--- src/rtl/vsr_pkg.sv ---
package vsr_pkg;
    typedef enum logic [0:0] {
        ST_ACC  = 1'b0,
        ST_FOLD = 1'b1
    } vsr_state_e;
endpackage

--- src/rtl/vsr_lane_acc.sv ---
// Element-wise accumulation of one input chunk into the partial sums.
module vsr_lane_acc #(
    parameter int LANES = 8,
    parameter int WIDTH = 16
) (
    input  logic [LANES-1:0][WIDTH-1:0] part_i,
    input  logic [LANES*WIDTH-1:0]      chunk_i,
    output logic [LANES-1:0][WIDTH-1:0] sum_o
);
    for (genvar l = 0; l < LANES; l++) begin : g_lane
        assign sum_o[l] = part_i[l] + chunk_i[l*WIDTH +: WIDTH];
    end
endmodule

--- src/rtl/vsr_fold_step.sv ---
// One halving step: lanes below the new live length take the lane one
// half-length above them; other lanes are passed through.
module vsr_fold_step #(
    parameter int LANES = 8,
    parameter int WIDTH = 16,
    parameter int CW    = 2
) (
    input  logic [LANES-1:0][WIDTH-1:0] part_i,
    input  logic [CW-1:0]               step_i,
    output logic [LANES-1:0][WIDTH-1:0] fold_o
);
    localparam int IW = $clog2(LANES);

    int unsigned half;
    logic [IW-1:0] src;

    always_comb begin
        half = LANES >> (int'(step_i) + 1);
        src  = '0;
        for (int j = 0; j < LANES; j++) begin
            if (j < int'(half)) begin
                src       = IW'(j + int'(half));
                fold_o[j] = part_i[j] + part_i[src];
            end else begin
                fold_o[j] = part_i[j];
            end
        end
    end
endmodule

--- src/rtl/vsr_reduce.sv ---
// Streaming vector sum with halving-tree final reduction.
module vsr_reduce
    import vsr_pkg::*;
#(
    parameter int LANES = 8,
    parameter int WIDTH = 16
) (
    input  logic                   clk,
    input  logic                   rst_n,
    input  logic                   in_valid,
    output logic                   in_ready,
    input  logic [LANES*WIDTH-1:0] in_data,
    input  logic                   fin,
    output logic                   res_valid,
    output logic [WIDTH-1:0]       res_data
);
    localparam int STEPS = $clog2(LANES);
    localparam int CW    = (STEPS > 1) ? $clog2(STEPS) : 1;
    localparam logic [CW-1:0] LAST_STEP = CW'(STEPS - 1);

    typedef struct packed {
        vsr_state_e                  st;
        logic [CW-1:0]               step;
        logic [LANES-1:0][WIDTH-1:0] part;
        logic [WIDTH-1:0]            res;
        logic                        res_vld;
    } regs_t;

    regs_t r_q, r_d;

    logic [LANES-1:0][WIDTH-1:0] acc_sum;
    logic [LANES-1:0][WIDTH-1:0] fold_sum;
    logic                        ready_int;
    logic                        take;

    vsr_lane_acc #(.LANES(LANES), .WIDTH(WIDTH)) u_acc (
        .part_i (r_q.part),
        .chunk_i(in_data),
        .sum_o  (acc_sum)
    );

    vsr_fold_step #(.LANES(LANES), .WIDTH(WIDTH), .CW(CW)) u_fold (
        .part_i(r_q.part),
        .step_i(r_q.step),
        .fold_o(fold_sum)
    );

    assign ready_int = (r_q.st == ST_ACC);
    assign take      = in_valid && ready_int;

    always_comb begin
        r_d         = r_q;
        r_d.res_vld = 1'b0;
        unique case (r_q.st)
            ST_ACC: begin
                if (take) begin
                    r_d.part = acc_sum;
                end
                if (fin) begin
                    r_d.st   = ST_FOLD;
                    r_d.step = '0;
                end
            end
            ST_FOLD: begin
                r_d.part = fold_sum;
                if (r_q.step == LAST_STEP) begin
                    r_d.res     = fold_sum[0];
                    r_d.res_vld = 1'b1;
                    r_d.part    = '0;
                    r_d.step    = '0;
                    r_d.st      = ST_ACC;
                end else begin
                    r_d.step = r_q.step + 1'b1;
                end
            end
            default: r_d.st = ST_ACC;
        endcase
    end

    always_ff @(posedge clk or negedge rst_n) begin
        if (!rst_n) begin
            r_q <= '{st: ST_ACC, step: '0, part: '0, res: '0, res_vld: 1'b0};
        end else begin
            r_q <= r_d;
        end
    end

    assign in_ready  = ready_int;
    assign res_valid = r_q.res_vld;
    assign res_data  = r_q.res;
endmodule

--- config.mk ---
export PLATFORM = sky130hd
export DESIGN_NAME = vsr_reduce
export DESIGN_NICKNAME = d
export VERILOG_FILES = /design/src/rtl/vsr_pkg.sv /design/src/rtl/vsr_lane_acc.sv /design/src/rtl/vsr_fold_step.sv /design/src/rtl/vsr_reduce.sv
export SDC_FILE = /design/constraint.sdc
export NUM_CORES = 1
export LEC_CHECK = 0
export ABC_CLOCK_PERIOD_IN_PS = 5300
export CAP_MARGIN = 10
export CELL_PAD_IN_SITES_DETAIL_PLACEMENT = 0
export CELL_PAD_IN_SITES_GLOBAL_PLACEMENT = 1
export CORE_UTILIZATION = 47
export CTS_CLUSTER_SIZE = 14
export DETAILED_ROUTE_END_ITERATION = 12
export PLACE_DENSITY = 0.86
export SETUP_SLACK_MARGIN = 0.1
export SKIP_LAST_GASP = 1
export SYNTH_ARGS = -nofsm -noshare
export SYNTH_HDL_FRONTEND = slang
export SYNTH_SLANG_ARGS = --single-unit
export TNS_END_PERCENT = 1
--- constraint.sdc ---
create_clock -name clk -period 5.3 [get_ports clk]
set_input_delay 0.795 -clock clk [delete_from_list [all_inputs] [get_ports clk]]
set_output_delay 0.795 -clock clk [all_outputs]
set_load 0.1 [all_outputs]
==> results.cfg, run 1 <==
[run_status]
status = finished, final reports clean

[setup_path]
crit_chain = inv_1, ha_4, buf_4, mux2_2, o21ai_0, buf_4, o21ai_0, buf_4, ha_1, a21o_1, nand2_1, o211ai_1, and2_1, a311oi_1, mux2i_1, nor2_1, a221o_1
cp_slowest_stage_delay_ns = 0.58
r2r-end = r_q[48]
required_ns = 5.68
rrSetupSlack_ns = 0.47
cp-start-kind = flop
crit_slowest_cell = ha_4
crit_family = compound AO/OA/AOI/OAI gates
reg2reg_depth = 17
crit_start = r_q[145]
arrival_ns = 5.21
worstReg2RegStart = r_q[145]
crit_fanout = 33
end_kind = flop
crit_cells = 17
crit_path_end = r_q[48]
path_buf_inv = 4
path_class = flop to flop
path_common_cell = buf_4

[logic_synthesis]
synth_warnings = 0
synth_top_family_by_area = compound AO/OA/AOI/OAI gates
syn_inst = 2516
synth_top_cells_by_area = dfrtp_1 (17%), ha_1 (15%), mux4_2 (10%), nand2_1 (5.3%), xnor2_1 (4.7%)
synth_compound_gate_area_share_pct = 23.0
synth_adder_area_share_pct = 16.6
yosysTopAreaCell = dfrtp_1
yosys_register_bits = 148
seq_area_frac_synth_pct = 17.3
syn_area_mm2 = 0.0214
syn_avg_cell_area_um2 = 8.50
synth_simple_gate_area_share_pct = 15.5
synthXorXnorAreaFrac_pct = 7.53
syn_nets = 2923
synth.mux.area_fraction_pct = 16.0
synth_edf_count = 0
synth_flop_cell = dfrtp_1
ys_types = 85
postSynth.asyncResetShare_pct = 100
synth_top_cell_area_share_pct = 17.3

[sta]
final-setup-viol-count = 0
grt_setup_unrepaired = false
hold_slack_ns = 0.283
timing.final.crit_share_pct = 91.2
skew_ns = 0.0177
period_needed_ns = 4.83
relSlewSlack_pct = 33.3
hold_viol = 0
worstMarginPinSlew_ns = 0.998
fmax_ghz = 0.207
slew_violations = 0
tns_ns = 0

[detailed_routing]
first_iter_violations = 1818
vias = 20364
routed_via_density = 6.32
drtAntennaViolNets = 0
routedWlPerCell_um = 24.6
totalWireLength_um = 79200
route.detailed.drc = 0
dr.pass1.iters = 6

[clock_tree]
cts_tree = yes
cts_sinks = 148
clk_pin_slew_worst_paths_ns = 0.07
cts_hold_buf = 0
clkLatencyLatePin_ns = 0.50
clockBufferDepth = 2
cts_made_buffers = 17
cts_resized = 0
root_buffer = clkbuf_16
post_cts_buffers = 0
htreeDepth = 4

[place]
gp_congestion = 0.990
dp_hpwl_um = 64100
dp.cells = 3188
io_buffers = 149

[layout]
drive_above_1_share_pct = 11.5
fin_util_pct = 54.4
fin_cells = 3221
syn2layout_area_growth_pct = 13.2
final_cell_mix = nand2_1 (302), ha_1 (255), a21oi_1 (176)
fin_nets = 3022
layout_commonest_cell = nand2_1
nFillCells = 4153

[global_route]
grt_pass1_wl_um = 120000
antenna_found_initial = 4
grt_max_degree = 86
first_global_vias = 20141
grt_use_total_pct = 34.5
grt-ovfl-total = 0

[floorplanning]
core_mm2 = 0.0445
num_rows = 77
chipWidth_um = 215
fp.dieArea_mm2 = 0.0464
start_util_pct = 48.1
ioPinCount = 150
fp.dieH_um = 215

[job]
maxCapViolations = 0

[hold_path]
hold_class = input pin to asynchronous set/reset pin
-- per-layer routing --
metal,part of all wire (%),wire [um],vias up,global-route usage [%]
met5,0,0,-,0
met4,4.4,3480,0,15.4
met3,6.8,5370,145,7.13
met2,47,37200,698,57.2
met1,42,33200,9941,43.2
li1,-,-,9580,-
-- registers in the layout (all words and copies together), names as in the netlist --
name and flops:
res_data 16, r_q 131, res_valid 1
-- how the worst min path moves through the flow --
stage / to / cells past startpoint / from
finish: r_q[133] / 1 / rst_n
global route: r_q[133] / 1 / rst_n
CTS: r_q[133] / 1 / rst_n
detailed placement: res_data[10] / 2 / res_data[10]
global placement: res_data[8] / 2 / res_data[8]
floorplan: res_data[0] / 2 / res_data[0]
-- stage by stage --
stage	worst slack [ns]	area, um2
2_1_floorplan	0.713	21400
3_3_place_gp	0.547	23600
3_5_place_dp	0.533	23600
4_1_cts	0.528	24200
5_1_grt	0.157	24200
6_report	0.467	24200
-- synth_stat cells (all sizes together), types with 5 or more instances --
cell type,instances
a221oi,15
dfrtp,148
a21o,56
and2,7
nor3,59
or2,19
nand2b,36
xnor2,114
buf,51
nand2,303
nor2,163
mux2,73
a22oi,29
a211oi,26
a21oi,179
o21bai,13
a2111oi,6
o211ai,13
nand4,9
a21boi,6
nand3,30
or3,20
inv,81
o31ai,8
o21ai,229
nand3b,5
a31o,6
a221o,8
nor2b,40
o22ai,19
o211a,6
mux4,96
o221ai,25
fa,16
mux2i,43
xor2,70
ha,259
and3,19
a211o,7
o21a,44
clkbuf,73
a31oi,28
-- cell families after synthesis --
kind of cell               after synthesis
muxes                                  212
AOI/OAI and AO/OA                      766
buffers and inverters                  205
xor gates and xnor gates               184
and+or+nand+nor                        726
adders and majority gates              275
DFF                                    148
-- layout make-up --
cell class                 count  area [um2]  share of cell area, %
timing repair buffer         204        1920                   7.92
antenna                        1        2.50                 0.0103
tap                          592         741                   3.06
sequential                   148        3700                   15.3
clock buffer                  20         447                   1.85
clock inverter                12         203                  0.837
inverter                      81         304                   1.26
multi-input combinational   2163       16900                   69.8
Power of run 1 is left out: the tool's default activity adds up to more than one toggle a clock period on the data nets, which glitch-free logic cannot reach.
==> run 2, diff against run 1 <==
- CORE_MARGIN: unset -> 5
==> run 2 against run 1 <==
Effect of this change:
- critical path depth unchanged
- die area increased by 7.6%
- hold slack improved by 0.054 ns
- via count increased by 2.2%
- clock skew increased by 0.00053 ns
- cell count increased by 0.25%
- register-to-register slack got worse by 0.04 ns
- utilization decreased by 0.98 points
- critical path type unchanged
- critical endpoint is now r_q[32]
- largest cell class unchanged
==> results.cfg, run 2 (synthesized netlist as in run 1, its figures left out) <==
[sta]
worstMarginPinSlew_ns = 0.981
fin_ws_ns = 0.426
slew_violations = 0
hold_slack_ns = 0.337
tns_ns = 0
grt_setup_unrepaired = false
skew_ns = 0.0182
relSlewSlack_pct = 34.4
final-setup-viol-count = 0
fmax_ghz = 0.205
period_needed_ns = 4.87
hold_viol = 0
timing.final.crit_share_pct = 92.0

[floorplanning]
fp.dieH_um = 223
fp.dieArea_mm2 = 0.0499
ioPinCount = 150
start_util_pct = 47.3
chipWidth_um = 223
core_mm2 = 0.0452
num_rows = 78

[detailed_routing]
routed_via_density = 6.45
vias = 20821
totalWireLength_um = 80600
dr.pass1.iters = 5
drtAntennaViolNets = 0
route.detailed.drc = 0
routedWlPerCell_um = 25.0
first_iter_violations = 2065

[setup_path]
required_ns = 5.67
crit_fanout = 32
path_class = flop to flop
reg2reg_depth = 17
arrival_ns = 5.24
rrSetupSlack_ns = 0.43
worstReg2RegStart = r_q[145]
end_kind = flop
r2r-end = r_q[32]
cp-start-kind = flop

[clock_tree]
cts_hold_buf = 0
cts_resized = 0
cts_made_buffers = 17
root_buffer = clkbuf_16
htreeDepth = 4
post_cts_buffers = 0
cts_sinks = 148
clockBufferDepth = 2
clk_pin_slew_worst_paths_ns = 0.08
clkLatencyLatePin_ns = 0.48
cts_tree = yes

[hold_path]
hold_class = input pin to asynchronous set/reset pin

[global_route]
antenna_found_initial = 3
grt_max_degree = 65
first_global_vias = 19935
grt_pass1_wl_um = 121000
grt_use_total_pct = 31.6
grt-ovfl-total = 0

[place]
gp_congestion = 0.993
pre_cts_slack_ns = 0.555
io_buffers = 149
dp_hpwl_um = 64200

[layout]
layout_commonest_cell = nand2_1
regMostFlops = r_q
syn2layout_area_growth_pct = 12.8
fin_util_pct = 53.4
drive_above_1_share_pct = 11.6
largest_register_ffs = 131
final_cell_mix = nand2_1 (302), ha_1 (255), a21oi_1 (176)
nFillCells = 4240
diodes = 0
fin_nets = 3023

[job]
maxCapViolations = 0

[run_status]
status = finished, final reports clean
run 2: cell count changes in the layout (fill, tap and decap cells not counted):
| cell | delta |
|---|---|
| clkinvlp_4 | +1 |
| clkbuf_8 | -1 |
| bufinv_16 | -5 |
| diode_2 | -1 |
| inv_6 | +5 |
| clkinv_4 | +2 |
| clkbuf_1 | -2 |
| buf_12 | +1 |
run 2: worst max path at each step:
stage	from	to	slack, ns	cells past startpoint
2_1_floorplan	r_q[145]	r_q[32]	0.71	17
6_report	r_q[145]	r_q[32]	0.43	17
4_1_cts	r_q[145]	r_q[32]	0.55	14
5_1_grt	r_q[145]	r_q[32]	0.14	17
3_3_place_gp	r_q[146]	r_q[32]	0.64	14
3_5_place_dp	r_q[145]	r_q[32]	0.55	17
run 2: critical path, stage by stage, from the launching register on:
cell and delay, ns:
dfrtp_1 0.43, inv_1 0.24, ha_4 0.57, buf_4 0.29
mux2i_1 0.11, nand2_1 0.08, o21ai_0 0.09, o21ai_0 0.56
ha_1 0.40, o21ai_1 0.21, nor3_2 0.07, a221oi_2 0.33
a21oi_2 0.12, a41o_1 0.29, mux2i_1 0.13, a311oi_1 0.35
xnor2_1 0.13, a221o_1 0.33
run 2: area by class of cell:
class                   count  area, um2  share of cell area [%]
flip-flops and latches    148       3700                    15.4
well taps                 600        751                    3.11
repair buffers            205       1940                    8.03
multi-input cells        2163      16900                    70.0
clock inverters            15        121                   0.503
inverters                  81        304                    1.26
clock buffers              17        425                    1.76
run 2: through the flow:
stage	area (um2)	instances
after floorplan	21400	2516
after global placement	23600	3197
after detailed placement	23600	3197
after CTS	24100	3229
after global routing	24100	3229
final	24100	3229
run 2: metal layers:
layer  GRT usage [%]  wire (um)
met5               0         32
met2            51.4      37300
met3            4.78       5780
met1            41.7      33500
met4            14.3       4070
Power of run 2 is left out for the same reason.
